## src/rtl/pb_pkg.sv

```systemverilog
package pb_pkg;

  typedef enum logic [2:0] {
    FMT_NONE   = 3'd0,
    FMT_S16_ST = 3'd1,
    FMT_S16_MO = 3'd2,
    FMT_S8_ST  = 3'd3,
    FMT_S8_MO  = 3'd4,
    FMT_U8_ST  = 3'd5,
    FMT_U8_MO  = 3'd6,
    FMT_NONE7  = 3'd7
  } pb_fmt_e;

  typedef enum logic [1:0] {
    SEQ_IDLE   = 2'd0,
    SEQ_PRIMED = 2'd1,
    SEQ_PLAY   = 2'd2
  } pb_seq_e;

  typedef struct packed {
    logic [15:0] l;
    logic [15:0] r;
  } pb_frame_t;

  // bytes needed to complete one frame; 0 marks a silent setting
  function automatic logic [2:0] pb_bytes_per_frame(input pb_fmt_e f);
    case (f)
      FMT_S16_ST: return 3'd4;
      FMT_S16_MO, FMT_S8_ST, FMT_U8_ST: return 3'd2;
      FMT_S8_MO, FMT_U8_MO: return 3'd1;
      default: return 3'd0;
    endcase
  endfunction

  // 8-bit sample to 16-bit: optional sign flip, then shift into the top byte
  function automatic logic [15:0] pb_widen8(input logic [7:0] b, input logic offs);
    return {b ^ {offs, 7'b0}, 8'h00};
  endfunction

  // one 1 dB step on a Q16 gain, rounded
  function automatic logic [33:0] pb_gain_step(input logic [33:0] g, input logic [16:0] step);
    logic [33:0] prod;
    prod = g * step;
    return (prod + 34'd32768) >> 16;
  endfunction

  // gain for k dB of attenuation, unity = 65536
  function automatic logic [16:0] pb_gain_at(input int k, input logic [16:0] step);
    logic [33:0] g;
    g = 34'd65536;
    for (int i = 0; i < k; i++) g = pb_gain_step(g, step);
    return g[16:0];
  endfunction

  // signed sample times unsigned Q16 gain, rounded half up
  function automatic logic [15:0] pb_scale(input logic [15:0] s, input logic [16:0] g);
    logic signed [34:0] p;
    p = $signed(s) * $signed({1'b0, g});
    p = p + 35'sd32768;
    return p[31:16];
  endfunction

endpackage

```

## src/rtl/pb_unpack.sv

```systemverilog
module pb_unpack
  import pb_pkg::*;
(
  input  logic            clk,
  input  logic            rst_n,
  input  logic [2:0]      fmt_sel,
  input  logic            byte_valid,
  input  logic [7:0]      byte_data,
  input  logic            byte_last,
  output logic            frame_valid,
  output pb_frame_t       frame,
  output logic            pkt_done
);

  pb_fmt_e    fmt;
  logic [1:0] cnt;
  logic [2:0] bpf;
  logic [2:0] pos;
  logic [7:0] hold [0:2];
  logic       frame_end;

  assign fmt       = pb_fmt_e'(fmt_sel);
  assign bpf       = pb_bytes_per_frame(fmt);
  assign pos       = {1'b0, cnt};
  assign frame_end = (bpf != 3'd0) && (pos == bpf - 3'd1);

  assign frame_valid = byte_valid && frame_end;
  assign pkt_done    = byte_valid && byte_last && (bpf != 3'd0);

  always_ff @(posedge clk) begin
    if (!rst_n) begin
      cnt <= '0;
      for (int i = 0; i < 3; i++) hold[i] <= '0;
    end else if (byte_valid && (bpf != 3'd0)) begin
      if (frame_end || byte_last) begin
        cnt <= '0;
      end else if (cnt != 2'd3) begin
        hold[cnt] <= byte_data;
        cnt       <= cnt + 2'd1;
      end
    end
  end

  always_comb begin
    frame = '0;
    case (fmt)
      FMT_S16_ST: begin
        frame.l = {hold[1], hold[0]};
        frame.r = {byte_data, hold[2]};
      end
      FMT_S16_MO: begin
        frame.l = {byte_data, hold[0]};
        frame.r = {byte_data, hold[0]};
      end
      FMT_S8_ST: begin
        frame.l = pb_widen8(hold[0], 1'b0);
        frame.r = pb_widen8(byte_data, 1'b0);
      end
      FMT_S8_MO: begin
        frame.l = pb_widen8(byte_data, 1'b0);
        frame.r = pb_widen8(byte_data, 1'b0);
      end
      FMT_U8_ST: begin
        frame.l = pb_widen8(hold[0], 1'b1);
        frame.r = pb_widen8(byte_data, 1'b1);
      end
      FMT_U8_MO: begin
        frame.l = pb_widen8(byte_data, 1'b1);
        frame.r = pb_widen8(byte_data, 1'b1);
      end
      default: frame = '0;
    endcase
  end

endmodule

```

## src/rtl/pb_fifo.sv

```systemverilog
module pb_fifo
  import pb_pkg::*;
#(
  parameter int DEPTH = 64,
  localparam int AW = $clog2(DEPTH),
  localparam int CW = AW + 1
) (
  input  logic            clk,
  input  logic            rst_n,
  input  logic            push,
  input  pb_frame_t       din,
  input  logic            pop,
  output pb_frame_t       dout,
  output logic            empty,
  output logic [CW-1:0]   count
);

  pb_frame_t   mem [0:DEPTH-1];
  logic [AW-1:0] wptr, rptr;
  logic        wr_en, rd_en, full;

  assign full  = (count == CW'(DEPTH));
  assign empty = (count == '0);
  assign wr_en = push && !full;
  assign rd_en = pop && !empty;
  assign dout  = mem[rptr];

  always_ff @(posedge clk) begin
    if (wr_en) mem[wptr] <= din;
  end

  always_ff @(posedge clk) begin
    if (!rst_n) begin
      wptr  <= '0;
      rptr  <= '0;
      count <= '0;
    end else begin
      if (wr_en) wptr <= (wptr == AW'(DEPTH - 1)) ? '0 : wptr + 1'b1;
      if (rd_en) rptr <= (rptr == AW'(DEPTH - 1)) ? '0 : rptr + 1'b1;
      case ({wr_en, rd_en})
        2'b10:   count <= count + 1'b1;
        2'b01:   count <= count - 1'b1;
        default: count <= count;
      endcase
    end
  end

endmodule

```

## src/rtl/pb_level.sv

```systemverilog
module pb_level
  import pb_pkg::*;
#(
  parameter int          VOL_MAX_DB = 64,
  parameter logic [16:0] STEP_Q16   = 17'd58409,
  parameter int          CTL_W      = 8,
  localparam int         VW         = $clog2(VOL_MAX_DB + 1)
) (
  input  logic             clk,
  input  logic             rst_n,
  input  logic             ctl_wr,
  input  logic [1:0]       ctl_chan,
  input  logic             ctl_mute_sel,
  input  logic [CTL_W-1:0] ctl_value,
  input  pb_frame_t        in_frame,
  output pb_frame_t        out_frame,
  output logic             mute_on,
  output logic             ctl_done,
  output logic             ctl_stall
);

  logic [16:0]   gain_rom [0:VOL_MAX_DB];
  logic [VW-1:0] vol_l, vol_r, vol_new;
  logic          accept;

  for (genvar k = 0; k <= VOL_MAX_DB; k++) begin : g_rom
    if (k >= VOL_MAX_DB) begin : g_silent
      assign gain_rom[k] = '0;
    end else begin : g_step
      assign gain_rom[k] = pb_gain_at(k, STEP_Q16);
    end
  end

  assign vol_new = (ctl_value >= CTL_W'(VOL_MAX_DB)) ? VW'(VOL_MAX_DB) : VW'(ctl_value);
  assign accept  = ctl_mute_sel ? (ctl_chan == 2'd0)
                                : (ctl_chan == 2'd1 || ctl_chan == 2'd2);

  always_ff @(posedge clk) begin
    if (!rst_n) begin
      vol_l     <= '0;
      vol_r     <= '0;
      mute_on   <= 1'b0;
      ctl_done  <= 1'b0;
      ctl_stall <= 1'b0;
    end else begin
      ctl_done  <= ctl_wr;
      ctl_stall <= ctl_wr && !accept;
      if (ctl_wr && accept) begin
        if (ctl_mute_sel)           mute_on <= ctl_value[0];
        else if (ctl_chan == 2'd1)  vol_l   <= vol_new;
        else                        vol_r   <= vol_new;
      end
    end
  end

  always_comb begin
    out_frame.l = (mute_on || vol_l == VW'(VOL_MAX_DB)) ? '0 : pb_scale(in_frame.l, gain_rom[vol_l]);
    out_frame.r = (mute_on || vol_r == VW'(VOL_MAX_DB)) ? '0 : pb_scale(in_frame.r, gain_rom[vol_r]);
  end

endmodule

```

## src/rtl/pb_playback_conv.sv

```systemverilog
module pb_playback_conv
  import pb_pkg::*;
#(
  parameter int          FIFO_DEPTH = 64,
  parameter int          VOL_MAX_DB = 64,
  parameter logic [16:0] STEP_Q16   = 17'd58409
) (
  input  logic        clk,
  input  logic        rst_n,
  input  logic [2:0]  fmt_sel,
  input  logic        byte_valid,
  input  logic [7:0]  byte_data,
  input  logic        byte_last,
  input  logic        sof,
  input  logic        ctl_wr,
  input  logic [1:0]  ctl_chan,
  input  logic        ctl_mute_sel,
  input  logic [7:0]  ctl_value,
  input  logic        sample_tick,
  output logic [15:0] dac_left,
  output logic [15:0] dac_right,
  output logic        dac_strobe,
  output logic        ctl_done,
  output logic        ctl_stall
);

  localparam int CW = $clog2(FIFO_DEPTH) + 1;

  pb_frame_t     new_frame, head_frame, scaled;
  logic          frame_valid, pkt_done;
  logic          fifo_empty;
  logic [CW-1:0] fifo_count;
  logic          mute_on;
  pb_seq_e       seq;

  // named events for the checker
  logic playing, take_frame, packet_ready;

  assign playing      = (seq == SEQ_PLAY);
  assign take_frame   = sample_tick && playing && !fifo_empty;
  assign packet_ready = pkt_done && (frame_valid || !fifo_empty);

  pb_unpack u_unpack (
    .clk, .rst_n, .fmt_sel, .byte_valid, .byte_data, .byte_last,
    .frame_valid, .frame(new_frame), .pkt_done
  );

  pb_fifo #(.DEPTH(FIFO_DEPTH)) u_fifo (
    .clk, .rst_n,
    .push(frame_valid), .din(new_frame),
    .pop(take_frame), .dout(head_frame),
    .empty(fifo_empty), .count(fifo_count)
  );

  pb_level #(.VOL_MAX_DB(VOL_MAX_DB), .STEP_Q16(STEP_Q16), .CTL_W(8)) u_level (
    .clk, .rst_n, .ctl_wr, .ctl_chan, .ctl_mute_sel, .ctl_value,
    .in_frame(head_frame), .out_frame(scaled), .mute_on, .ctl_done, .ctl_stall
  );

  always_ff @(posedge clk) begin
    if (!rst_n) begin
      seq <= SEQ_IDLE;
    end else begin
      case (seq)
        SEQ_IDLE:   if (packet_ready) seq <= SEQ_PRIMED;
        SEQ_PRIMED: if (sof) seq <= SEQ_PLAY;
        SEQ_PLAY:   if (sample_tick && fifo_empty) seq <= SEQ_IDLE;
        default:    seq <= SEQ_IDLE;
      endcase
    end
  end

  always_ff @(posedge clk) begin
    if (!rst_n) begin
      dac_left   <= '0;
      dac_right  <= '0;
      dac_strobe <= 1'b0;
    end else begin
      dac_strobe <= sample_tick;
      if (sample_tick) begin
        dac_left  <= take_frame ? scaled.l : '0;
        dac_right <= take_frame ? scaled.r : '0;
      end
    end
  end

endmodule

```

## config.mk

```make
export PLATFORM = sky130hd
export DESIGN_NAME = pb_playback_conv
export DESIGN_NICKNAME = d
export VERILOG_FILES = /design/src/rtl/pb_pkg.sv /design/src/rtl/pb_unpack.sv /design/src/rtl/pb_fifo.sv /design/src/rtl/pb_level.sv /design/src/rtl/pb_playback_conv.sv
export SDC_FILE = /design/constraint.sdc
export NUM_CORES = 2
export LEC_CHECK = 0
export BUFFER_PORTS_ARGS = -buffer_cell sky130_fd_sc_hd__buf_2
export CAP_MARGIN = 30
export CELL_PAD_IN_SITES_DETAIL_PLACEMENT = 1
export CELL_PAD_IN_SITES_GLOBAL_PLACEMENT = 1
export CORE_MARGIN = 1
export CORE_UTILIZATION = 40
export CTS_CLUSTER_DIAMETER = 150
export DETAILED_ROUTE_END_ITERATION = 6
export GPL_TIMING_DRIVEN = 0
export PLACE_DENSITY_LB_ADDON = 0.15
export SLEW_MARGIN = 10
export SYNTH_ARGS = -nofsm -noshare
export SYNTH_HDL_FRONTEND = slang
export SYNTH_SLANG_ARGS = --single-unit
```

## constraint.sdc

```tcl
create_clock -name clk -period 9.5 [get_ports clk]
set_input_delay 0.475 -clock clk [delete_from_list [all_inputs] [get_ports clk]]
set_output_delay 0.475 -clock clk [all_outputs]
set_load 0.02 [all_outputs]
```

==> impl_metrics.yaml <==
logic_synthesis:
  syn_nets: 6856
  synth_area_leader_cell: "sky130_fd_sc_hd__edfxtp_1"
  mappedNetlistArea_mm2: 0.103
  synth_enable_flop_cells: 2072
  ys_seq_elements: 2151
  yosys.area.top_type_share: 0.603
  post_synth.cell_area_avg_um2: 16.8
  sequential_area_share_after_synthesis: 0.619
  synth_warnings: 0
  synth.distinct_cells: 86
  share_of_flip_flops_with_an_asynchronous_set_or_reset_after_synthesis: 0
  postSynthCellCount: 6150
  synthTopCellsByArea: "sky130_fd_sc_hd__edfxtp_1 60%, sky130_fd_sc_hd__mux4_2 13%, sky130_fd_sc_hd__fa_1 8.1%, sky130_fd_sc_hd__ha_1 3.2%, sky130_fd_sc_hd__inv_1 2.1%"
  synth_ff_type: "sky130_fd_sc_hd__edfxtp_1"
critical_path:
  crit_slowest_cell: "sky130_fd_sc_hd__fa_1"
  worst-setup-path-type: "flop to flop"
  worst_setup_path_start_kind: "flop"
  crit_required_ns: 10.23
  timing.critical_path.fanout_max: 10
  cp_data_arrival_time_ns: 9.99
  reg2reg_depth: 34
  worst_path_most_repeated_cell: "sky130_fd_sc_hd__fa_1"
  critical-path-max-stage-delay_ns: 0.55
  critical_path.endpoint_type: "flop"
hold_path:
  hold_startpoint: "byte_data[2]"
  holdCritPathClass: "input port to flop"
  timing.hold.worst_path_depth: 2
final_layout:
  layout_cells_sized_above_1: 0.256
  layout.cell_area.non_filler_mm2: 0.123
  fillCellCount: 24300
  design.final.nets: 7520
  area_growth_pct: 19.6
route:
  vias: 61500
  finalWirelength_um: 364000
  1st_iter_drt_viols: 7504
  route.detailed.drc: 0
  detail_route.first_pass.iterations: 6
  vias_per_cell: 5.92
  drt_wl_cell_um: 35.0
  antenna_left: 0
placement:
  port_buffers: 61
  gp_congestion: 0.870
  pre_cts_ws_ns: -2.53
  postPlaceCellArea_mm2: 0.113
  place_hpwl_um: 257000
sta:
  final.period_utilization: 0.974
  timing_max_transition_violations_final: 0
  slew_headroom: 0.291
  clock-skew-final_ns: 0.121
  timing.setup.tns_ns: 0
  setup_viol: 0
  finalHoldViolCount: 0
  max_freq_mhz: 108
  hold_ws_ns: 0.0445
  layout_min_cycle_time_ns: 9.26
  finalWorstSetupSlack_ns: 0.244
  worst_slew_pin_slew_ns: 1.06
pwr:
  swShare: 0.227
  p_clk_frac: 0.430
  fin_total_pwr_uw: 20600
  power-per-cell-area_mw_per_mm2: 167
  p_switching_uw: 4690
  power.internal_uw: 15900
  p_seq_frac: 0.506
  power_leakage_uw: 0.0417
  ir_drop_mv: 0.179
  comb_power_share: 0.064
die:
  initial_core_util: 0.402
  die_width_um: 510
  core_area_mm2: 0.256
  floorplan.die.height_um: 510
  site_rows: 186
  ioPinCount: 64
  full_die_area_mm2: 0.260
cts:
  tritoncts_num_sinks: 2151
  clock_latency_late_sink_ns: 0.96
  cts.reportedPaths.clkPinSlew_ns: 0.06
  tritoncts: "built"
  inserted_clock_buffers: 228
  ctsLongestPathBuffers: 4
  htreeDepth: 4
  clock_tree.root_cell: "sky130_fd_sc_hd__clkbuf_16"
grt:
  grtUsageTotal: 0.280
  grt_start_max_net_pins: 62
  via_count_of_the_first_global_routing_pass: 62700
  gr-total-overflow: 0
  grt_pass1_wl_um: 501000
  grt_antenna_before_repair: 20
status:
  run_status: "finished, final reports clean"
flow_run:
  maxCapViolCount: 0
registers in the layout, indices dropped and copies added (netlist names), 2 cells and up, named ones only:
name,flops
u_fifo.mem,2048
u_fifo.rptr,6
u_level.vol_r,7
u_unpack.cnt,2
dac_right,16
u_fifo.wptr,6
u_fifo.count,7
u_level.vol_l,7
seq,2
u_unpack.hold,24
dac_left,16
worst max-delay path, delay by kind of cell (launching register included):
kind	cells	cell delay (ns)
buffers and inverters	12	1.55
adders and majority gates	7	3.41
DFF	1	0.35
xor gates and xnor gates	1	0.21
muxes	3	1.40
and+or+nand+nor	3	0.55
AOI/OAI and AO/OA	8	1.56
Yosys cell counts (all sizes together), types with 17 or more instances:
cell,n
a211oi,36
a21o,32
a21oi,152
a22o,31
a22oi,25
and2,50
and3,35
buf,154
clkbuf,159
dfxtp,79
edfxtp,2072
fa,415
ha,262
inv,588
mux2i,84
mux4,613
nand2,324
nand2b,83
nand3,67
nand3b,17
nor2,443
nor2b,57
nor3,21
o211ai,21
o21ai,82
or2,26
xnor2,36
xor2,24
through the flow:
step                instances   util
floorplan                6150      -
global placement         9595  0.420
detailed placement       9835  0.441
CTS                     10300  0.476
global route            10400  0.481
finish                  10400  0.481
final cells by class:
type                            instances  area (um^2)  share of cell area
Antenna cell                            6         15.0            0.000122
Multi-Input combinational cell       3097        36500               0.296
Sequential cell                      2151        63800               0.518
Buffer                                302         2730              0.0222
Timing Repair Buffer                  445         6470              0.0525
Clock inverter                        146         1340              0.0108
Clock buffer                          271         5920              0.0480
Inverter                              589         2220              0.0180
Tap cell                             3384         4230              0.0343
worst paths after layout:
kind              slack (ns)                                 to
setup / recovery        0.24         dac_right[15]$_SDFFE_PN0P_
hold / removal          0.04  u_unpack.hold[2][2]$_SDFFCE_PN0P_
setup reg to reg        0.24         dac_right[15]$_SDFFE_PN0P_
hold reg to reg         0.43                seq[0]$_SDFFE_PN0P_
repair_timing:
item	in CTS	in global routing
hold endpoints to repair	29	0
pin swaps	13	13
resized for setup	363	126
endpoints found under the setup margin	32	18
hold buffers	15	0
gates cloned	0	2
setup buffers	43	80
power groups by stage:
stage,clock network (uW),registers [uW],logic (uW)
after global placement,0,10700,1200
final,8870,10400,1320
after global routing,9260,10400,1480
after floorplan,0,10600,825
after detailed placement,0,10600,1290
after CTS,8970,10400,1330
kinds of logic after synthesis:
family                     after synthesis  share of synthesized area
AOI/OAI and AO/OA                      476                     0.0315
xor gates and xnor gates                60                    0.00510
adders and majority gates              677                      0.112
and+or+nand+nor                       1171                     0.0524
buffers and inverters                  902                     0.0361
muxes                                  713                      0.144
DFF                                   2151                      0.619
per-layer routing:
layer,vias to the layer above,part of all wire,global-route usage
li1,24500,-,-
met4,6,0.035,0.0895
met1,33500,0.41,0.388
met5,-,0.00011,0
met3,556,0.084,0.0501
met2,2961,0.47,0.449
cell usage in the layout (no fill, tap or decap), types with 75 or more instances in the layout:
master | netlist | final
sky130_fd_sc_hd__buf_4 | 26 | 124
sky130_fd_sc_hd__buf_2 | 66 | 93
sky130_fd_sc_hd__nand2_1 | 324 | 322
sky130_fd_sc_hd__nand2b_1 | 83 | 82
sky130_fd_sc_hd__nor2_1 | 443 | 368
sky130_fd_sc_hd__clkbuf_1 | 158 | 124
sky130_fd_sc_hd__clkbuf_16 | 0 | 233
sky130_fd_sc_hd__fa_1 | 415 | 415
sky130_fd_sc_hd__mux4_2 | 613 | 613
sky130_fd_sc_hd__mux2i_1 | 84 | 78
sky130_fd_sc_hd__edfxtp_1 | 2072 | 2072
sky130_fd_sc_hd__buf_12 | 0 | 191
sky130_fd_sc_hd__inv_1 | 583 | 581
sky130_fd_sc_hd__dfxtp_1 | 79 | 75
sky130_fd_sc_hd__ha_1 | 262 | 258
sky130_fd_sc_hd__a21oi_1 | 143 | 129
Power figures use the tool's default switching activity.
